===== src/rtl/cfg_bridge_pkg.sv =====
package cfg_bridge_pkg;
  localparam int CB_ADDR_W = 28;
  localparam int CB_DATA_W = 32;

  typedef logic [CB_ADDR_W-1:0] cb_addr_t;
  typedef logic [CB_DATA_W-1:0] cb_data_t;

  // Master-to-target half of the internal AXI-Lite path
  typedef struct packed {
    logic     aw_valid;
    cb_addr_t aw_addr;
    logic     w_valid;
    cb_data_t w_data;
    logic     b_ready;
    logic     ar_valid;
    cb_addr_t ar_addr;
    logic     r_ready;
  } axil_req_t;

  // Target-to-master half
  typedef struct packed {
    logic     aw_ready;
    logic     w_ready;
    logic     b_valid;
    logic     ar_ready;
    logic     r_valid;
    cb_data_t r_data;
  } axil_rsp_t;

  typedef enum logic [1:0] {INI_IDLE, INI_ADDR, INI_RESP} ini_state_e;
  typedef enum logic [1:0] {TGT_IDLE, TGT_UPREQ, TGT_UPWAIT, TGT_RESP} tgt_state_e;
endpackage


===== src/rtl/cfg_axil_initiator.sv =====
module cfg_axil_initiator
  import cfg_bridge_pkg::*;
(
  input  logic      clk,
  input  logic      rst_n,
  input  logic      start,
  input  logic      start_we,
  input  cb_addr_t  start_addr,
  input  cb_data_t  start_wdata,
  output logic      want,
  output logic      done,
  output cb_data_t  done_rdata,
  output axil_req_t m_req,
  input  axil_rsp_t m_rsp
);
  ini_state_e state_q;
  logic       we_q;
  cb_addr_t   addr_q;
  cb_data_t   wdata_q;
  logic       addr_ok, resp_ok;

  assign addr_ok = we_q ? (m_rsp.aw_ready && m_rsp.w_ready) : m_rsp.ar_ready;
  assign resp_ok = we_q ? m_rsp.b_valid : m_rsp.r_valid;

  always_ff @(posedge clk) begin
    if (!rst_n) begin
      state_q <= INI_IDLE;
      we_q    <= 1'b0;
      addr_q  <= '0;
      wdata_q <= '0;
    end else begin
      unique case (state_q)
        INI_IDLE: if (start) begin
          we_q    <= start_we;
          addr_q  <= start_addr;
          wdata_q <= start_wdata;
          state_q <= INI_ADDR;
        end
        INI_ADDR: if (addr_ok) state_q <= INI_RESP;
        INI_RESP: if (resp_ok) state_q <= INI_IDLE;
        default:  state_q <= INI_IDLE;
      endcase
    end
  end

  always_comb begin
    m_req          = '0;
    m_req.aw_valid = (state_q == INI_ADDR) && we_q;
    m_req.w_valid  = (state_q == INI_ADDR) && we_q;
    m_req.aw_addr  = addr_q;
    m_req.w_data   = wdata_q;
    m_req.ar_valid = (state_q == INI_ADDR) && !we_q;
    m_req.ar_addr  = addr_q;
    m_req.b_ready  = (state_q == INI_RESP) && we_q;
    m_req.r_ready  = (state_q == INI_RESP) && !we_q;
  end

  assign want       = (state_q == INI_ADDR);
  assign done       = (state_q == INI_RESP) && resp_ok;
  assign done_rdata = we_q ? '0 : m_rsp.r_data;

  AST_AW_HOLD: assert property (@(posedge clk) disable iff (!rst_n)
    (m_req.aw_valid && !m_rsp.aw_ready) |=> (m_req.aw_valid && $stable(m_req.aw_addr) && $stable(m_req.w_data)));
  AST_AR_HOLD: assert property (@(posedge clk) disable iff (!rst_n)
    (m_req.ar_valid && !m_rsp.ar_ready) |=> (m_req.ar_valid && $stable(m_req.ar_addr)));
endmodule


===== src/rtl/cfg_path_arbiter.sv =====
module cfg_path_arbiter
  import cfg_bridge_pkg::*;
(
  input  logic      clk,
  input  logic      rst_n,
  input  logic      want_soc,
  input  logic      want_fpga,
  input  axil_req_t soc_req,
  input  axil_req_t fpga_req,
  output axil_rsp_t soc_rsp,
  output axil_rsp_t fpga_rsp,
  output axil_req_t tgt_req,
  input  axil_rsp_t tgt_rsp
);
  logic busy_q;
  logic grant_q;   // 0: SoC side, 1: FPGA side; also remembers last winner
  logic release_path;
  logic pick;

  assign release_path = busy_q &&
    ((tgt_req.b_ready && tgt_rsp.b_valid) || (tgt_req.r_ready && tgt_rsp.r_valid));
  assign pick = (want_soc && want_fpga) ? ~grant_q : want_fpga;

  always_ff @(posedge clk) begin
    if (!rst_n) begin
      busy_q  <= 1'b0;
      grant_q <= 1'b1;  // first simultaneous request after reset goes to the SoC
    end else if (!busy_q) begin
      if (want_soc || want_fpga) begin
        busy_q  <= 1'b1;
        grant_q <= pick;
      end
    end else if (release_path) begin
      busy_q <= 1'b0;
    end
  end

  always_comb begin
    tgt_req  = '0;
    soc_rsp  = '0;
    fpga_rsp = '0;
    if (busy_q) begin
      if (grant_q) begin
        tgt_req  = fpga_req;
        fpga_rsp = tgt_rsp;
      end else begin
        tgt_req = soc_req;
        soc_rsp = tgt_rsp;
      end
    end
  end

  AST_GRANT_HELD: assert property (@(posedge clk) disable iff (!rst_n)
    (busy_q && !release_path) |=> (busy_q && $stable(grant_q)));
  AST_ONE_OWNER: assert property (@(posedge clk) disable iff (!rst_n)
    $onehot0({(soc_rsp.aw_ready | soc_rsp.ar_ready | soc_rsp.b_valid | soc_rsp.r_valid),
              (fpga_rsp.aw_ready | fpga_rsp.ar_ready | fpga_rsp.b_valid | fpga_rsp.r_valid)}));
endmodule


===== src/rtl/cfg_axil_target.sv =====
module cfg_axil_target
  import cfg_bridge_pkg::*;
#(
  parameter int       SEL_W      = 5,
  parameter cb_addr_t SEL_OFFSET = 28'h000_5000
) (
  input  logic             clk,
  input  logic             rst_n,
  input  axil_req_t        s_req,
  output axil_rsp_t        s_rsp,
  output logic             up_req_valid,
  input  logic             up_req_ready,
  output logic             up_req_we,
  output cb_addr_t         up_req_addr,
  output cb_data_t         up_req_wdata,
  input  logic             up_rsp_valid,
  input  cb_data_t         up_rsp_rdata,
  output logic [SEL_W-1:0] prj_sel
);
  localparam int PAD_W = CB_DATA_W - SEL_W;

  tgt_state_e       state_q;
  logic             is_wr_q;
  cb_addr_t         addr_q;
  cb_data_t         wdata_q, rdata_q;
  logic [SEL_W-1:0] sel_q;
  logic             wr_both, accept;
  cb_addr_t         acc_addr;

  assign wr_both  = s_req.aw_valid && s_req.w_valid;
  assign accept   = (state_q == TGT_IDLE) && (wr_both || s_req.ar_valid);
  assign acc_addr = wr_both ? s_req.aw_addr : s_req.ar_addr;

  always_ff @(posedge clk) begin
    if (!rst_n) begin
      state_q <= TGT_IDLE;
      is_wr_q <= 1'b0;
      addr_q  <= '0;
      wdata_q <= '0;
      rdata_q <= '0;
      sel_q   <= '0;
    end else begin
      unique case (state_q)
        TGT_IDLE: if (accept) begin
          is_wr_q <= wr_both;
          addr_q  <= acc_addr;
          wdata_q <= s_req.w_data;
          if (acc_addr == SEL_OFFSET) begin
            if (wr_both) sel_q <= s_req.w_data[SEL_W-1:0];
            rdata_q <= {{PAD_W{1'b0}}, sel_q};
            state_q <= TGT_RESP;
          end else begin
            state_q <= TGT_UPREQ;
          end
        end
        TGT_UPREQ:  if (up_req_ready) state_q <= TGT_UPWAIT;
        TGT_UPWAIT: if (up_rsp_valid) begin
          rdata_q <= up_rsp_rdata;
          state_q <= TGT_RESP;
        end
        TGT_RESP: if (is_wr_q ? s_req.b_ready : s_req.r_ready) state_q <= TGT_IDLE;
        default:  state_q <= TGT_IDLE;
      endcase
    end
  end

  always_comb begin
    s_rsp          = '0;
    s_rsp.aw_ready = (state_q == TGT_IDLE) && wr_both;
    s_rsp.w_ready  = (state_q == TGT_IDLE) && wr_both;
    s_rsp.ar_ready = (state_q == TGT_IDLE) && s_req.ar_valid && !wr_both;
    s_rsp.b_valid  = (state_q == TGT_RESP) && is_wr_q;
    s_rsp.r_valid  = (state_q == TGT_RESP) && !is_wr_q;
    s_rsp.r_data   = rdata_q;
  end

  assign up_req_valid = (state_q == TGT_UPREQ);
  assign up_req_we    = is_wr_q;
  assign up_req_addr  = addr_q;
  assign up_req_wdata = wdata_q;
  assign prj_sel      = sel_q;

  AST_SEL_ONLY_ON_WRITE: assert property (@(posedge clk) disable iff (!rst_n)
    !(s_req.aw_valid && s_rsp.aw_ready) |=> $stable(prj_sel));
  AST_SEL_NOT_FORWARDED: assert property (@(posedge clk) disable iff (!rst_n)
    up_req_valid |-> (up_req_addr != SEL_OFFSET));
  AST_UP_STALL_HOLD: assert property (@(posedge clk) disable iff (!rst_n)
    (up_req_valid && !up_req_ready) |=> (up_req_valid && $stable(up_req_addr) &&
                                         $stable(up_req_wdata) && $stable(up_req_we)));
  AST_BUSY_NO_ACCEPT: assert property (@(posedge clk) disable iff (!rst_n)
    (s_rsp.b_valid || s_rsp.r_valid || up_req_valid) |-> !(s_rsp.aw_ready || s_rsp.ar_ready));
endmodule


===== src/rtl/cfg_bridge_top.sv =====
module cfg_bridge_top
  import cfg_bridge_pkg::*;
#(
  parameter int                  SEL_W      = 5,
  parameter cb_addr_t            SEL_OFFSET = 28'h000_5000,
  parameter int                  REGION_W   = 4,
  parameter logic [REGION_W-1:0] REGION     = 4'h3
) (
  input  logic                          clk,
  input  logic                          rst_n,
  input  logic                          wb_cyc_i,
  input  logic                          wb_stb_i,
  input  logic                          wb_we_i,
  input  logic [CB_ADDR_W+REGION_W-1:0] wb_adr_i,
  input  logic [CB_DATA_W-1:0]          wb_dat_i,
  output logic                          wb_ack_o,
  output logic [CB_DATA_W-1:0]          wb_dat_o,
  input  logic                          rm_req_valid,
  output logic                          rm_req_ready,
  input  logic                          rm_req_we,
  input  logic [CB_ADDR_W-1:0]          rm_req_addr,
  input  logic [CB_DATA_W-1:0]          rm_req_wdata,
  output logic                          rm_rsp_valid,
  input  logic                          rm_rsp_ready,
  output logic [CB_DATA_W-1:0]          rm_rsp_rdata,
  output logic                          up_req_valid,
  input  logic                          up_req_ready,
  output logic                          up_req_we,
  output logic [CB_ADDR_W-1:0]          up_req_addr,
  output logic [CB_DATA_W-1:0]          up_req_wdata,
  input  logic                          up_rsp_valid,
  input  logic [CB_DATA_W-1:0]          up_rsp_rdata,
  output logic [SEL_W-1:0]              prj_sel
);
  localparam int WB_AW = CB_ADDR_W + REGION_W;

  // ---------------- SoC (Wishbone) front end ----------------
  logic      wb_hit, wb_start, wb_inflight_q, wb_ack_q, wb_done;
  cb_data_t  wb_dat_q, wb_rdata;
  logic      wb_want;
  axil_req_t wb_axreq;
  axil_rsp_t wb_axrsp;

  assign wb_hit   = wb_cyc_i && wb_stb_i && (wb_adr_i[WB_AW-1 -: REGION_W] == REGION);
  assign wb_start = wb_hit && !wb_inflight_q;

  always_ff @(posedge clk) begin
    if (!rst_n) begin
      wb_inflight_q <= 1'b0;
      wb_ack_q      <= 1'b0;
      wb_dat_q      <= '0;
    end else begin
      if (wb_start)      wb_inflight_q <= 1'b1;
      else if (wb_ack_q) wb_inflight_q <= 1'b0;
      wb_ack_q <= wb_done;
      if (wb_done) wb_dat_q <= wb_rdata;
    end
  end

  assign wb_ack_o = wb_ack_q;
  assign wb_dat_o = wb_dat_q;

  cfg_axil_initiator u_soc_ini (
    .clk         (clk),
    .rst_n       (rst_n),
    .start       (wb_start),
    .start_we    (wb_we_i),
    .start_addr  (wb_adr_i[CB_ADDR_W-1:0]),
    .start_wdata (wb_dat_i),
    .want        (wb_want),
    .done        (wb_done),
    .done_rdata  (wb_rdata),
    .m_req       (wb_axreq),
    .m_rsp       (wb_axrsp)
  );

  // ---------------- FPGA-side (remote) front end ----------------
  logic      rm_busy_q, rm_start, rm_done, rm_want, rm_rsp_valid_q;
  cb_data_t  rm_rdata, rm_rdata_q;
  axil_req_t rm_axreq;
  axil_rsp_t rm_axrsp;

  assign rm_req_ready = !rm_busy_q;
  assign rm_start     = rm_req_valid && !rm_busy_q;

  always_ff @(posedge clk) begin
    if (!rst_n) begin
      rm_busy_q      <= 1'b0;
      rm_rsp_valid_q <= 1'b0;
      rm_rdata_q     <= '0;
    end else begin
      if (rm_start) rm_busy_q <= 1'b1;
      if (rm_done) begin
        rm_rsp_valid_q <= 1'b1;
        rm_rdata_q     <= rm_rdata;
      end else if (rm_rsp_valid_q && rm_rsp_ready) begin
        rm_rsp_valid_q <= 1'b0;
        rm_busy_q      <= 1'b0;
      end
    end
  end

  assign rm_rsp_valid = rm_rsp_valid_q;
  assign rm_rsp_rdata = rm_rdata_q;

  cfg_axil_initiator u_fpga_ini (
    .clk         (clk),
    .rst_n       (rst_n),
    .start       (rm_start),
    .start_we    (rm_req_we),
    .start_addr  (rm_req_addr),
    .start_wdata (rm_req_wdata),
    .want        (rm_want),
    .done        (rm_done),
    .done_rdata  (rm_rdata),
    .m_req       (rm_axreq),
    .m_rsp       (rm_axrsp)
  );

  // ---------------- Shared path ----------------
  axil_req_t tgt_req;
  axil_rsp_t tgt_rsp;

  cfg_path_arbiter u_arb (
    .clk       (clk),
    .rst_n     (rst_n),
    .want_soc  (wb_want),
    .want_fpga (rm_want),
    .soc_req   (wb_axreq),
    .fpga_req  (rm_axreq),
    .soc_rsp   (wb_axrsp),
    .fpga_rsp  (rm_axrsp),
    .tgt_req   (tgt_req),
    .tgt_rsp   (tgt_rsp)
  );

  cfg_axil_target #(
    .SEL_W      (SEL_W),
    .SEL_OFFSET (SEL_OFFSET)
  ) u_tgt (
    .clk          (clk),
    .rst_n        (rst_n),
    .s_req        (tgt_req),
    .s_rsp        (tgt_rsp),
    .up_req_valid (up_req_valid),
    .up_req_ready (up_req_ready),
    .up_req_we    (up_req_we),
    .up_req_addr  (up_req_addr),
    .up_req_wdata (up_req_wdata),
    .up_rsp_valid (up_rsp_valid),
    .up_rsp_rdata (up_rsp_rdata),
    .prj_sel      (prj_sel)
  );

  AST_ACK_PULSE: assert property (@(posedge clk) disable iff (!rst_n)
    wb_ack_o |=> !wb_ack_o);
  AST_ACK_CLAIMED: assert property (@(posedge clk) disable iff (!rst_n)
    wb_ack_o |-> $past(wb_cyc_i && wb_stb_i));
  AST_RM_RSP_HOLD: assert property (@(posedge clk) disable iff (!rst_n)
    (rm_rsp_valid && !rm_rsp_ready) |=> (rm_rsp_valid && $stable(rm_rsp_rdata)));
  AST_RM_NO_NEW_REQ: assert property (@(posedge clk) disable iff (!rst_n)
    rm_rsp_valid |-> !rm_req_ready);
endmodule


===== config.mk =====
export PLATFORM = sky130hd
export DESIGN_NAME = cfg_bridge_top
export DESIGN_NICKNAME = d
export VERILOG_FILES = /design/src/rtl/cfg_bridge_pkg.sv /design/src/rtl/cfg_axil_initiator.sv /design/src/rtl/cfg_path_arbiter.sv /design/src/rtl/cfg_axil_target.sv /design/src/rtl/cfg_bridge_top.sv
export SDC_FILE = /design/constraint.sdc
export NUM_CORES = 1
export LEC_CHECK = 0
export BUFFER_PORTS_ARGS = -buffer_cell sky130_fd_sc_hd__buf_4
export CORE_AREA = 2 2 168 170
export CTS_CLUSTER_SIZE = 24
export DETAILED_ROUTE_END_ITERATION = 7
export DIE_AREA = 0 0 170 172
export GPL_ROUTABILITY_DRIVEN = 0
export PLACE_DENSITY = 0.69
export SLEW_MARGIN = 40
export SYNTH_ARGS = -nofsm -noshare
export SYNTH_HDL_FRONTEND = slang
export SYNTH_SLANG_ARGS = --single-unit

===== constraint.sdc =====
create_clock -name clk -period 2.65 [get_ports clk]
set_input_delay 0.53 -clock clk [delete_from_list [all_inputs] [get_ports clk]]
set_output_delay 0.53 -clock clk [all_outputs]
set_load 0.02 [all_outputs]

==> results of run 1 <==
-- Yosys cell counts (all sizes together), types with 2 or more instances --
master  count  area [µm²]
nand2     374        1404
dfxtp     296        5926
a21boi    217        1629
nand3     119       595.6
clkbuf     96       360.4
mux2       56       630.6
mux2i      44       440.4
a22o       32       280.3
buf        17       135.1
nor2b      16       100.1
o21ai      10       50.04
nor4        9       77.57
nand2b      8       50.05
inv         7       26.28
nor2        6       22.52
o211a       6       60.06
and3        5       31.28
ha          5       62.56
nor3        4       20.02
a21oi       3       15.01
nor4b       3       32.53
a31oi       2       12.51
and2        2       12.51
nor3b       2       15.01
o211ai      2       15.01
o22ai       2       18.77
o31ai       2       15.01
or3         2       12.51
xor2        2       17.52
-- layout make-up --
| cell class | instances | share of cell area [%] |
|---|---|---|
| timing repair buffer | 325 | 16.14 |
| clock inverter | 6 | 0.5965 |
| clock buffer | 45 | 5.511 |
| inverter | 7 | 0.1670 |
| sequential | 296 | 37.70 |
| multi-input combinational | 951 | 37.14 |
| tap | 346 | 2.752 |
-- worst max-delay path by stage --
stage | start | endpoint | slack [ns] | cells after the start
final | u_arb.grant_q$_SDFFE_PN1P_ | u_tgt.rdata_q[10]$_SDFFE_PN0P_ | 0.32 | 7
after global routing | u_arb.grant_q$_SDFFE_PN1P_ | u_tgt.rdata_q[10]$_SDFFE_PN0P_ | 0.21 | 7
after CTS | u_arb.grant_q$_SDFFE_PN1P_ | u_tgt.rdata_q[31]$_SDFFE_PN0P_ | 0.39 | 7
after detailed placement | wb_adr_i[31] | u_soc_ini.wdata_q[5]$_SDFFE_PN0P_ | 0.35 | 7
after global placement | wb_adr_i[31] | u_soc_ini.addr_q[10]$_SDFFE_PN0P_ | 0.41 | 7
after floorplan | u_soc_ini.addr_q[9]$_SDFFE_PN0P_ | u_tgt.rdata_q[11]$_SDFFE_PN0P_ | 0.63 | 8
-- logic make-up (layout without fill, tap and decap cells) --
| kind of cell | after synthesis | after routing |
|---|---|---|
| AND/OR/NAND/NOR | 561 | 561 |
| flip-flops | 296 | 296 |
| AO/OA/AOI/OAI | 282 | 282 |
| buffers and inverters | 120 | 383 |
| multiplexers | 100 | 100 |
| adder cells (fa/ha/maj) | 5 | 5 |
| XOR/XNOR | 3 | 3 |
-- per-stage QoR --
stage / cells / area, µm² / util (%) / power, mW / hold slack (ns)
floorplan: 1367 / 12250 / - / 5.434 / 0.4400
finish: 1976 / 15730 / 57.26 / 9.989 / 0.2042
global placement: 1923 / 14740 / 53.63 / 5.909 / 0.4490
detailed placement: 1924 / 14750 / 53.69 / 5.928 / 0.4567
global route: 1976 / 15730 / 57.26 / 10.38 / 0.1832
CTS: 1975 / 15710 / 57.19 / 10.07 / 0.1787
-- state kept, by name, summed over array words and instances, names as in the netlist --
name                cells
u_tgt.rdata_q          32
u_fpga_ini.addr_q      28
u_arb.grant_q           1
u_fpga_ini.we_q         1
rm_rsp_rdata           32
u_arb.busy_q            1
u_tgt.prj_sel           5
wb_dat_o               32
rm_rsp_valid            1
u_tgt.state_q           2
u_tgt.up_req_addr      28
u_soc_ini.wdata_q      32
wb_inflight_q           1
u_soc_ini.we_q          1
wb_ack_o                1
rm_busy_q               1
u_soc_ini.addr_q       28
u_fpga_ini.wdata_q     32
u_soc_ini.state_q       2
u_tgt.up_req_wdata     32
u_tgt.up_req_we         1
u_fpga_ini.state_q      2
-- per-layer routing --
metal	routed length (µm)	global-route usage, %	vias to the layer above	share of wire (%)
li1	-	-	5155	-
met1	15700	30.82	5068	44
met5	0	0	-	0
met4	763	5.723	0	2.1
met3	2504	4.669	51	7.0
met2	16590	39.72	371	47
-- power by group through the flow --
stage,Clock [mW],Combinational [mW],Sequential [mW]
2_1_floorplan,0,0.727,4.71
3_3_place_gp,0,1.18,4.73
3_5_place_dp,0,1.19,4.74
4_1_cts,4.24,1.20,4.64
5_1_grt,4.43,1.30,4.65
6_report,4.15,1.19,4.64
==> impl_summary.md, run 1 <==
Outcome
The flow ran to the end, and the final reports show no timing, DRC or antenna violations.

Synth
After synthesis, the largest family of logic cells by area is simple AND/OR/NAND/NOR gates. For this run, the number of Yosys warnings is 0. Multiplexer cells account for 8.744% of the synthesized area.

The compound-gate portion of the synthesized area is 17.64%. The flop and latch count out of synthesis is 296. The fraction of the yosys area taken by sequential cells is 48.38%.

In this run the cell area of the synthesized design comes to 12,250 µm². The most frequently used flop master after synthesis is sky130_fd_sc_hd__dfxtp_1. In the synthesized netlist, the number of instances is 1,367. The number of enable-type register cells in the synthesized netlist is 0. The number of distinct library cell variants in the gate-level netlist after synthesis is 56. Counting every net in the synthesized netlist gives 1,538. The simple-gate share of the synthesized area is 20.26%. The share of synthesized registers carrying an async set or reset is 0%. The synthesized-area fraction occupied by xor and xnor cells is 0.2145%. Each instance of the synthesized netlist takes up on average 8.961 µm². The post-synthesis share of cell area spent on full adders, half adders and majority gates is 0.5107%.

Critical path
The arrival time at the worst endpoint is 2.79 ns. At the worst endpoint, the required time is 3.11 ns. The minimum setup slack among reg-to-reg paths is 0.32 ns. The maximum fanout encountered on the critical timing path is 32. The worst setup path is of the flip-flop to flip-flop kind. The worst setup path is launched from a flip-flop. The reg-to-reg endpoint is u_tgt.rdata_q[10]$_SDFFE_PN0P_. The largest individual stage delay along the critical path comes from the cell sky130_fd_sc_hd__dfxtp_4. The kind of end point of the critical path is a flip-flop.

Broken down by cell family, the worst path's largest delay share belongs to simple AND/OR/NAND/NOR gates. The number of buffer and inverter stages on the critical path is 1. The delay contributed by the slowest stage of the critical path is 0.59 ns. In this run the critical register-to-register path is launched from u_arb.grant_q$_SDFFE_PN1P_. For the worst flop-to-flop path, the logic depth is 7. Walking the worst path, the cells encountered are nand2_1, nor2_1, nand4_2, a211oi_4, or2_2, buf_12, mux2i_1.

Floorplan
For this configuration, the core starts out at a cell density of 44.58%. The chip height is 172 µm. The area of the die is 29,240 µm². The floorplan die width is 170 µm. The row count is 61. The top-level port count is 300. The total area inside the core boundary comes to 27,480 µm².

Route
The first detailed-routing pass took 5 iterations. Across all layers, the routed design uses 10,650 vias. The final antenna-violating net count is 0.

In the routed design, unresolved DRC markers number 0. The routed via count divided by cell count is 5.387. The detailed router finished its first iteration with 869 violations. Dividing the detail-routed wire length by the instance count gives 18.00 µm.

After detailed routing, the total wire length is 35,560 µm.

Power and ir drop
The combinational share of power is 11.9%. The cell leakage power is 6.242 nW. Summed over all nets, the switching power comes to 2.485 mW.

Cell internal power was estimated by the tool at 7.504 mW. The ratio of total power to cell area is 634.9 nW/µm². IR analysis of the VDD net gives a maximum drop of 411.7 µV. Of the total power, registers draw 46.5%. In this run, the clock network consumes 41.6% of the power. Net switching is 24.87% of the power.

Placement
The placed wire-length estimate is 23,280 µm. The count of port buffers added during placement is 299. The worst-case setup slack after placement is 0.3520 ns.

Global routing
The maximum number of pins on one net before global-route repair is 199. The total overflow reported by the global router is 0. The via count of the first global-routing pass is 10,110.

The wire length of the first global-routing pass is 54,990 µm. Global routing used 23.44% of the available tracks across all layers. The initial antenna violation count came to 0.

Final layout
The library cells used most frequently in the layout, excluding fill and tap cells, are sky130_fd_sc_hd__nand2_1 (374), sky130_fd_sc_hd__buf_4 (316), sky130_fd_sc_hd__dfxtp_1 (294). For this run, the post-layout net count is 1,782. The number of inserted diodes is 0. The layout filler cell count is 2,511. The area taken by multi-input logic gates is 5843 µm². In the final layout, flip-flops and latches occupy 5931 µm². From synthesis to final layout, the design area changed by 28.44%. The commonest non-fill, non-tap cell in the layout is sky130_fd_sc_hd__nand2_1. The share of layout cells above drive strength 1 is 27.18%.

STA
The number of endpoints with negative hold slack in the final report was 0. The worst clock skew is 0.02097 ns. The count of pins over their slew limit is 0. The setup total negative slack is 0 ns. The fraction of the cycle the final worst path needs is 88.07%.

In the post-route analysis, the smallest setup slack over all paths is 0.3160 ns. The final critical-path required period is 2.334 ns. The setup violation total in the final timing report is 0. At the pin with the least slew margin, the transition time is 0.8643 ns.

Timing would allow up to 0.4285 GHz. Setup repair after global routing left no endpoint under its margin. The remaining max-slew budget at the tightest pin is 42.38%.

Worst hold path
The worst hold path passes through 2 cells. In this run the worst hold path is classified as input port to flip-flop. The worst hold path begins at rm_rsp_ready.

The worst hold endpoint is rm_busy_q$_SDFF_PN0_.

Clock network
TritonCTS built the clock tree. The clock net sink count is 296. The clock latency at the later pin of the worst-skew pair is 0.56 ns. Post-CTS timing repair inserted 0 buffers for setup. Counting along the longest clock path gives a buffer depth of 3. Hold repair after CTS inserted 0 buffers. The number of levels in the clock H-tree is 1.

The post-cts gate resize count is 0. The CTS clock-pin slew for the worst setup and hold paths is 0.06 ns. The cell at the root of the clock tree is sky130_fd_sc_hd__clkbuf_16. The number of CTS-inserted buffers is 30.

Flow run
The max capacitance violation total is 0.
Note: power is estimated with default switching activity, not from simulation.
==> run 2: changes to the inputs <==
CORE_AREA = 2 2 187 189   (was 2 2 168 170)
DIE_AREA = 0 0 189 191   (was 0 0 170 172)
PLACE_DENSITY = 0.67   (was 0.69)
SYNTH_HIERARCHICAL = 1   (was not set)
==> impl_summary.md, run 2 <==
Global routing
The maximum number of pins on one net before global-route repair is 110. The via count of the first global-routing pass was 11,930. The first global-routing pass estimated 63,500 µm of wire. For this run the aggregate overflow at the end of global routing stands at 0. The total global-route track usage is 21.91%. The initial antenna violation count is 2.

Final layout
Leaving out fill and tap cells, the most frequent cell in the layout is sky130_fd_sc_hd__nand2_1. In the final layout, flip-flops and latches occupy 5933 µm². The final standard cell count with taps included and fillers excluded is 2,407. The area taken by multi-input logic gates is 7804 µm². In the final design database the tool counted 2,097 nets. The post-synthesis to final-layout area growth is 20.01%. The layout filler cell count is 3,224.

Summing all non-filler instances in the final layout gives an area of 18,230 µm². Leaving out fill and tap cells, the most frequent cells in the layout are sky130_fd_sc_hd__nand2_1 (408), sky130_fd_sc_hd__buf_4 (330), sky130_fd_sc_hd__dfxtp_1 (294). Cells fill 53.44% of the core in the end. The post-route netlist has 21.68% of its cells at a drive strength greater than 1.

Power and ir drop
Total power for the finished layout comes to 10.75 mW. In this run the static leakage power is 7.737 nW. The worst IR drop on VDD is 400.8 µV. Dividing total power by cell area gives a power density of 589.6 nW/µm².

Critical path
The critical path starts at u_arb/grant_q$_SDFFE_PN1P_. The startpoint-to-endpoint class of the critical path is flip-flop to flip-flop. The category of the worst setup path launch point is a flip-flop. The arrival time at the worst endpoint is 2.89 ns. The kind of end point of the critical path is a flip-flop. STA puts the critical path data required time at 3.04 ns. The maximum fanout encountered on the critical timing path is 32.

The minimum setup slack among reg-to-reg paths is 0.14 ns. In this run the critical register-to-register path is launched from u_arb/grant_q$_SDFFE_PN1P_.

Synth
In this run the mean area of a mapped cell was 8.716 µm². Of the post-synthesis cell area, the dominant cell type holds 39.01%. Yosys attributes the largest share of cell area to sky130_fd_sc_hd__dfxtp_1 (39%), sky130_fd_sc_hd__mux2i_1 (13%), sky130_fd_sc_hd__nand2_1 (10%). The cell count after synthesis is 1,743.

The most used flip-flop cell after synthesis is sky130_fd_sc_hd__dfxtp_1. Counting flops with an async set or reset pin after synthesis yields a share of 0%. The most numerous cell in the Yosys netlist is sky130_fd_sc_hd__nand2_1.

The mapped netlist covers 15,190 µm². Yosys printed 6 warnings. Counting every net in the synthesized netlist gives 1,914.

By count the netlist is led by sky130_fd_sc_hd__nand2_1 (408), sky130_fd_sc_hd__dfxtp_1 (296), sky130_fd_sc_hd__nor2b_1 (225). The flop and latch count out of synthesis is 296. The dominant cell type by area after synthesis is sky130_fd_sc_hd__dfxtp_1. After synthesis, flip-flops and latches occupy 39.01% of the total area. In this run, synthesis inferred 0 flip-flops with an integrated enable. The number of distinct library cell variants in the gate-level netlist after synthesis is 51.

Clock network
The clock latency at the later pin of the worst-skew pair is 0.51 ns. The clock tree from TritonCTS is yes. Counting the buffers created by CTS gives 34. The H-tree generated during clock tree synthesis spans 2 levels.

The clock net sink count is 296. The cell at the root of the clock tree is sky130_fd_sc_hd__clkbuf_16. The number of buffers on the longest clock path is 3.

Clock-pin slew was measured on the worst setup and hold paths at 0.06 ns.

Worst hold path
The worst min-delay path class is input port to flip-flop. In this run the most critical hold path is launched from rm_rsp_ready.

Route
The violation count after the first detailed-route iteration is 592. After detailed routing, the average wire length per cell comes to 16.89 µm. The routed wire length is 40,660 µm. The routed via count is 12,190. The number of remaining DRC errors is 0. The number of iterations in the first detailed-routing pass is 5.

Using the TritonRoute via totals, the vias-per-cell ratio works out to 5.065. The final antenna-violating net count is 0.

Floorplan
The floorplan has 68 rows. The floorplan step defined a die boundary enclosing 36,100 µm². The initial utilization of the core area, before any placement, comes to 44.53%. The floorplan die width is 189 µm. The floorplan step set the die height to 191 µm.

For this design the top-level I/O count stands at 300. In this run the standard cell core region covers 34,120 µm².

STA
The count of pins over their slew limit was 0. The number of endpoints with negative hold slack in the final report is 0. The worst setup margin is 0.1444 ns. Counting I/O delays and the setup requirement, the final critical path takes 2.506 ns. The setup violation total in the final timing report is 0. The worst clock skew is 0.01339 ns. Setup repair after global routing left no endpoint under its margin.

The timing-limited maximum frequency is 0.3991 GHz. The fraction of the cycle the final worst path needs is 94.55%. The worst pin sits at a relative slew slack of 47.60%.

The transition time at the pin with the least slew margin is 0.7860 ns.

Outcome
The flow ran to the end, and the final reports show no timing, DRC or antenna violations.

Placement
The placed wire-length estimate is 27,430 µm. The number of cells in the design after placement is 2,344. The count of port buffers added during placement is 299. The worst-case setup slack after placement is -0.02287 ns.

The area after detailed placement is 17,030 µm².

Flow run
Across the run, the number of max-cap violations was 0.
[run 2: cell types whose count changed after synthesis, sizes merged, moves of 35 or more]
cell	delta
and3	+35
nor2	+41
a21boi	-83
mux2	-51
nor2b	+209
mux2i	+154
buf	+108
nand3	-91
and2	+42
[run 2: worst max-delay path, stage by stage, from the launching register on]
cell                      delay, ns
sky130_fd_sc_hd__dfxtp_4       0.49
sky130_fd_sc_hd__buf_12        0.25
sky130_fd_sc_hd__mux2i_1       0.21
sky130_fd_sc_hd__nor2b_1       0.08
sky130_fd_sc_hd__nor4b_1       0.36
sky130_fd_sc_hd__nand4_1       0.24
sky130_fd_sc_hd__mux2i_4       0.24
sky130_fd_sc_hd__a31oi_4       0.13
sky130_fd_sc_hd__buf_12        0.20
sky130_fd_sc_hd__mux2i_1       0.15
[run 2: worst paths after layout]
path | end | cells after the start
setup / recovery | u_tgt/rdata_q[7]$_SDFFE_PN0P_ | 9
hold / removal | rm_busy_q$_SDFF_PN0_ | 2
setup reg to reg | u_tgt/rdata_q[7]$_SDFFE_PN0P_ | 9
hold reg to reg | u_soc_ini/wdata_q[19]$_SDFFE_PN0P_ | 2
[run 2: final cells by class]
class	instances	share of cell area (%)
clock inverters	8	0.6313
multi-input cells	1241	42.80
flip-flops and latches	296	32.54
inverters	11	0.2265
clock buffers	53	5.854
diodes	1	0.01372
well taps	455	3.122
repair buffers	342	14.81
[run 2: logic make-up (layout without fill, tap and decap cells)]
| family | after synthesis | count (layout) | synth area share, % |
|---|---|---|---|
| buf+inv | 206 | 414 | 9.867 |
| fa+ha+maj | 5 | 5 | 0.4118 |
| mux | 203 | 203 | 13.50 |
| flops | 296 | 296 | 39.01 |
| compound gates | 205 | 205 | 9.998 |
| other cells | 0 | 1 | 0 |
| simple gates | 828 | 828 | 27.22 |
[run 2: repair_timing]
action | in CTS | in global routing
endpoints found under the setup margin | 20 | 32
pin swaps | 0 | 1
hold buffers | 0 | 0
resized for setup | 0 | 1
buffers inserted | 1 | 0
[run 2: where the power goes]
group | total, mW | internal (mW) | switching, mW | leakage, nW
Combinational | 1.18 | 0.551 | 0.627 | 4.76
Clock | 4.90 | 3.06 | 1.84 | 0.584
Sequential | 4.67 | 4.56 | 0.111 | 2.39
Total | 10.8 | 8.18 | 2.57 | 7.74
[run 2: per-stage QoR]
stage	hold WS [ns]	TNS (ns)
4_1_cts	0.2188	0
6_report	0.2382	0
3_5_place_dp	0.4443	-0.1266
3_3_place_gp	0.4401	0
5_1_grt	0.2182	0
2_1_floorplan	0.4344	0
[run 2: layer usage]
metal / GRT usage, % / share of wire, %
met2: 36.84 / 46
met4: 6.280 / 2.4
met3: 5.893 / 7.8
met5: 0 / 0.025
met1: 27.55 / 44
==> run 3: changes to the inputs <==
clock period = 2.7 ns   (was 2.65 ns; I/O delays follow)
==> impl_summary.md, run 3 (same netlist as run 2, synthesis figures left out) <==
Power and ir drop
The fraction of power consumed by the clock network is 44.4%. Net switching is 24.38% of the power. The worst IR drop on VDD is 433.2 µV. For this design the total switching power over the nets is 2.517 mW. Summed over all cells, the static leakage comes to 7.709 nW. Combinational logic is responsible for 11.3% of the overall power.

The total power is 10.33 mW. The internal power is 7.808 mW. Dividing total power by cell area gives a power density of 566.9 nW/µm². Registers are responsible for 44.2% of the overall power.

STA
The remaining max-slew budget at the tightest pin is 47.94%. After layout, the minimum clock period comes to 2.510 ns. The number of endpoints with negative hold slack in the final report came to 0. The worst clock skew is 0.01647 ns. Across all hold checks on the routed design, the worst slack comes to 0.2534 ns. The setup violation total in the final timing report is 0. The timing-limited maximum frequency is 0.3984 GHz. After routing, the total negative slack on setup checks comes to 0 ns. Setup repair after global routing left no endpoint under its margin. The count of pins over their slew limit is 0. The fraction of the cycle the final worst path needs is 92.96%. The transition time at the pin with the least slew margin is 0.7809 ns.

Critical path
In this run the worst setup path terminates at u_tgt/rdata_q[16]$_SDFFE_PN0P_. The reg-to-reg endpoint is u_tgt/rdata_q[16]$_SDFFE_PN0P_. In this run the register-to-register setup slack is 0.19 ns.

Of all nets on the critical path, the largest fanout is 32. The logic depth of the worst register-to-register path is 9. The origin of the critical flop-to-flop path is u_arb/grant_q$_SDFFE_PN1P_. The startpoint-to-endpoint class of the critical path is flip-flop to flip-flop. Data on the critical path arrives at its endpoint at 2.88 ns.

For the worst setup path, the data required time is 3.07 ns. The category of the worst setup path launch point is a flip-flop. The origin of the worst setup path is u_arb/grant_q$_SDFFE_PN1P_.

STA classifies the critical path endpoint as a flip-flop.

Final layout
At the end of the flow the core is filled with cells to 53.38%. Of the cells placed in the final design, the portion with a size suffix greater than 1 is 21.56%. The finished cells cover 18,210 µm². Leaving out fill and tap cells, the most frequent cells in the layout are sky130_fd_sc_hd__nand2_1 (407), sky130_fd_sc_hd__buf_4 (324), sky130_fd_sc_hd__dfxtp_1 (294). The post-synthesis to final-layout area growth is 19.89%. In the final design database the tool counted 2,096 nets. The library cell used most frequently in the layout, excluding fill and tap cells, is sky130_fd_sc_hd__nand2_1.

Placement
Once placement finished, the instance area stood at 17,030 µm². The count of port buffers added during placement is 299. The placed wire-length estimate is 27,010 µm.

Global routing
The total overflow reported by the global router is 0. The total global-route track usage is 21.72%. The wire length of the first global-routing pass is 63,220 µm. The maximum number of pins on one net before global-route repair is 148. The via count of the first global-routing pass is 11,910. The initial antenna violation count is 3.

Clock network
The cell at the root of the clock tree is sky130_fd_sc_hd__clkbuf_16. TritonCTS built the clock tree. No sink is reached through more buffers than the 3 on the longest clock path. The H-tree was split into 2 levels. At the later pin of the worst-skew pair, clock insertion delay measures 0.51 ns. The clock net sink count is 296. Clock-pin slew was measured on the worst setup and hold paths at 0.06 ns. The number of CTS-inserted buffers is 35.

Outcome
The flow ran to the end, and the final reports show no timing, DRC or antenna violations.

Floorplan
The chip height is 191 µm. The initial utilization of the core area, before any placement, comes to 44.53%. The floorplan die width is 189 µm. The floorplan step defined a die boundary enclosing 36,100 µm². The top-level port count is 300. The total area inside the core boundary comes to 34,120 µm².

The row count is 68.

Flow run
The max capacitance violation total is 0.

Worst hold path
The worst min-delay path class is input port to flip-flop.

Route
The first detailed-routing pass ran for 4 iterations. After detailed routing, the number of vias per cell comes to 5.094. The violation count after the first detailed-route iteration is 644. Dividing the detail-routed wire length by the instance count gives 17.11 µm. The detail route stage leaves a number of antenna-violating nets equal to 0.

For this run, design rule violations remaining after detail routing come to 0. Detailed routing inserted a total of 12,250 vias. The routed wire length is 41,160 µm.
[run 3: changes by cell type in the layout (fill, tap and decap cells not counted), moves of 2 or more]
| cell | previous run | this run |
|---|---|---|
| sky130_fd_sc_hd__buf_12 | 10 | 12 |
| sky130_fd_sc_hd__buf_4 | 330 | 324 |
| sky130_fd_sc_hd__bufinv_16 | 3 | 1 |
| sky130_fd_sc_hd__clkbuf_1 | 9 | 12 |
| sky130_fd_sc_hd__clkinv_2 | 5 | 2 |
[run 3: area by class of cell]
class	instances	area (µm²)
fillers	3215	15900
multi-input cells	1241	7814
flip-flops and latches	296	5933
repair buffers	340	2735
clock buffers	56	1067
well taps	455	569.3
clock inverters	4	48.80
inverters	11	41.29
diodes	2	5.005
[run 3: what timing repair did]
action	CTS	global route
resized for setup	0	5
hold buffers	0	0
setup buffers	0	1
endpoints found under the setup margin	0	83
[run 3: layer usage]
layer | share of wire [%] | track usage [%]
met5 | 0.044 | 0
met4 | 2.2 | 6.040
met3 | 7.5 | 5.471
met2 | 46 | 35.93
met1 | 44 | 28.09
[run 3: power groups by stage]
stage | Clock, mW | Sequential (mW) | Combinational, mW
global placement | 0 | 4.66 | 1.14
CTS | 4.69 | 4.57 | 1.16
global route | 4.86 | 4.58 | 1.27
finish | 4.59 | 4.57 | 1.17
detailed placement | 0 | 4.66 | 1.16
floorplan | 0 | 4.66 | 0.744
[run 3: critical path, stage by stage, from the launching register on]
cell and delay (ns):
sky130_fd_sc_hd__dfxtp_4 0.52, sky130_fd_sc_hd__buf_8 0.23, sky130_fd_sc_hd__mux2i_1 0.19, sky130_fd_sc_hd__nor2b_1 0.09, sky130_fd_sc_hd__nor4_2 0.36, sky130_fd_sc_hd__nand4_2 0.23
sky130_fd_sc_hd__mux2i_4 0.24, sky130_fd_sc_hd__a31oi_4 0.12, sky130_fd_sc_hd__buf_12 0.20, sky130_fd_sc_hd__mux2i_1 0.16
[run 3: metrics by stage]
step,setup slack [ns],cells
final,0.1901,2405
after global routing,0.01939,2403
after global placement,0.1128,2341
after CTS,0.001292,2401
after detailed placement,0.03726,2341
after floorplan,0.1384,1743
[run 3: how the worst min path moves through the flow]
stage	startpoint	end	slack [ns]	cells after the start
6_report	rm_rsp_ready	rm_busy_q$_SDFF_PN0_	0.25	2
5_1_grt	rm_rsp_ready	rm_busy_q$_SDFF_PN0_	0.24	2
4_1_cts	rm_rsp_ready	rm_busy_q$_SDFF_PN0_	0.23	2
3_5_place_dp	u_soc_ini/wdata_q[20]$_SDFFE_PN0P_	u_soc_ini/wdata_q[20]$_SDFFE_PN0P_	0.45	2
3_3_place_gp	u_fpga_ini/wdata_q[5]$_SDFFE_PN0P_	u_fpga_ini/wdata_q[5]$_SDFFE_PN0P_	0.44	2
2_1_floorplan	u_soc_ini/wdata_q[0]$_SDFFE_PN0P_	u_soc_ini/wdata_q[0]$_SDFFE_PN0P_	0.43	2
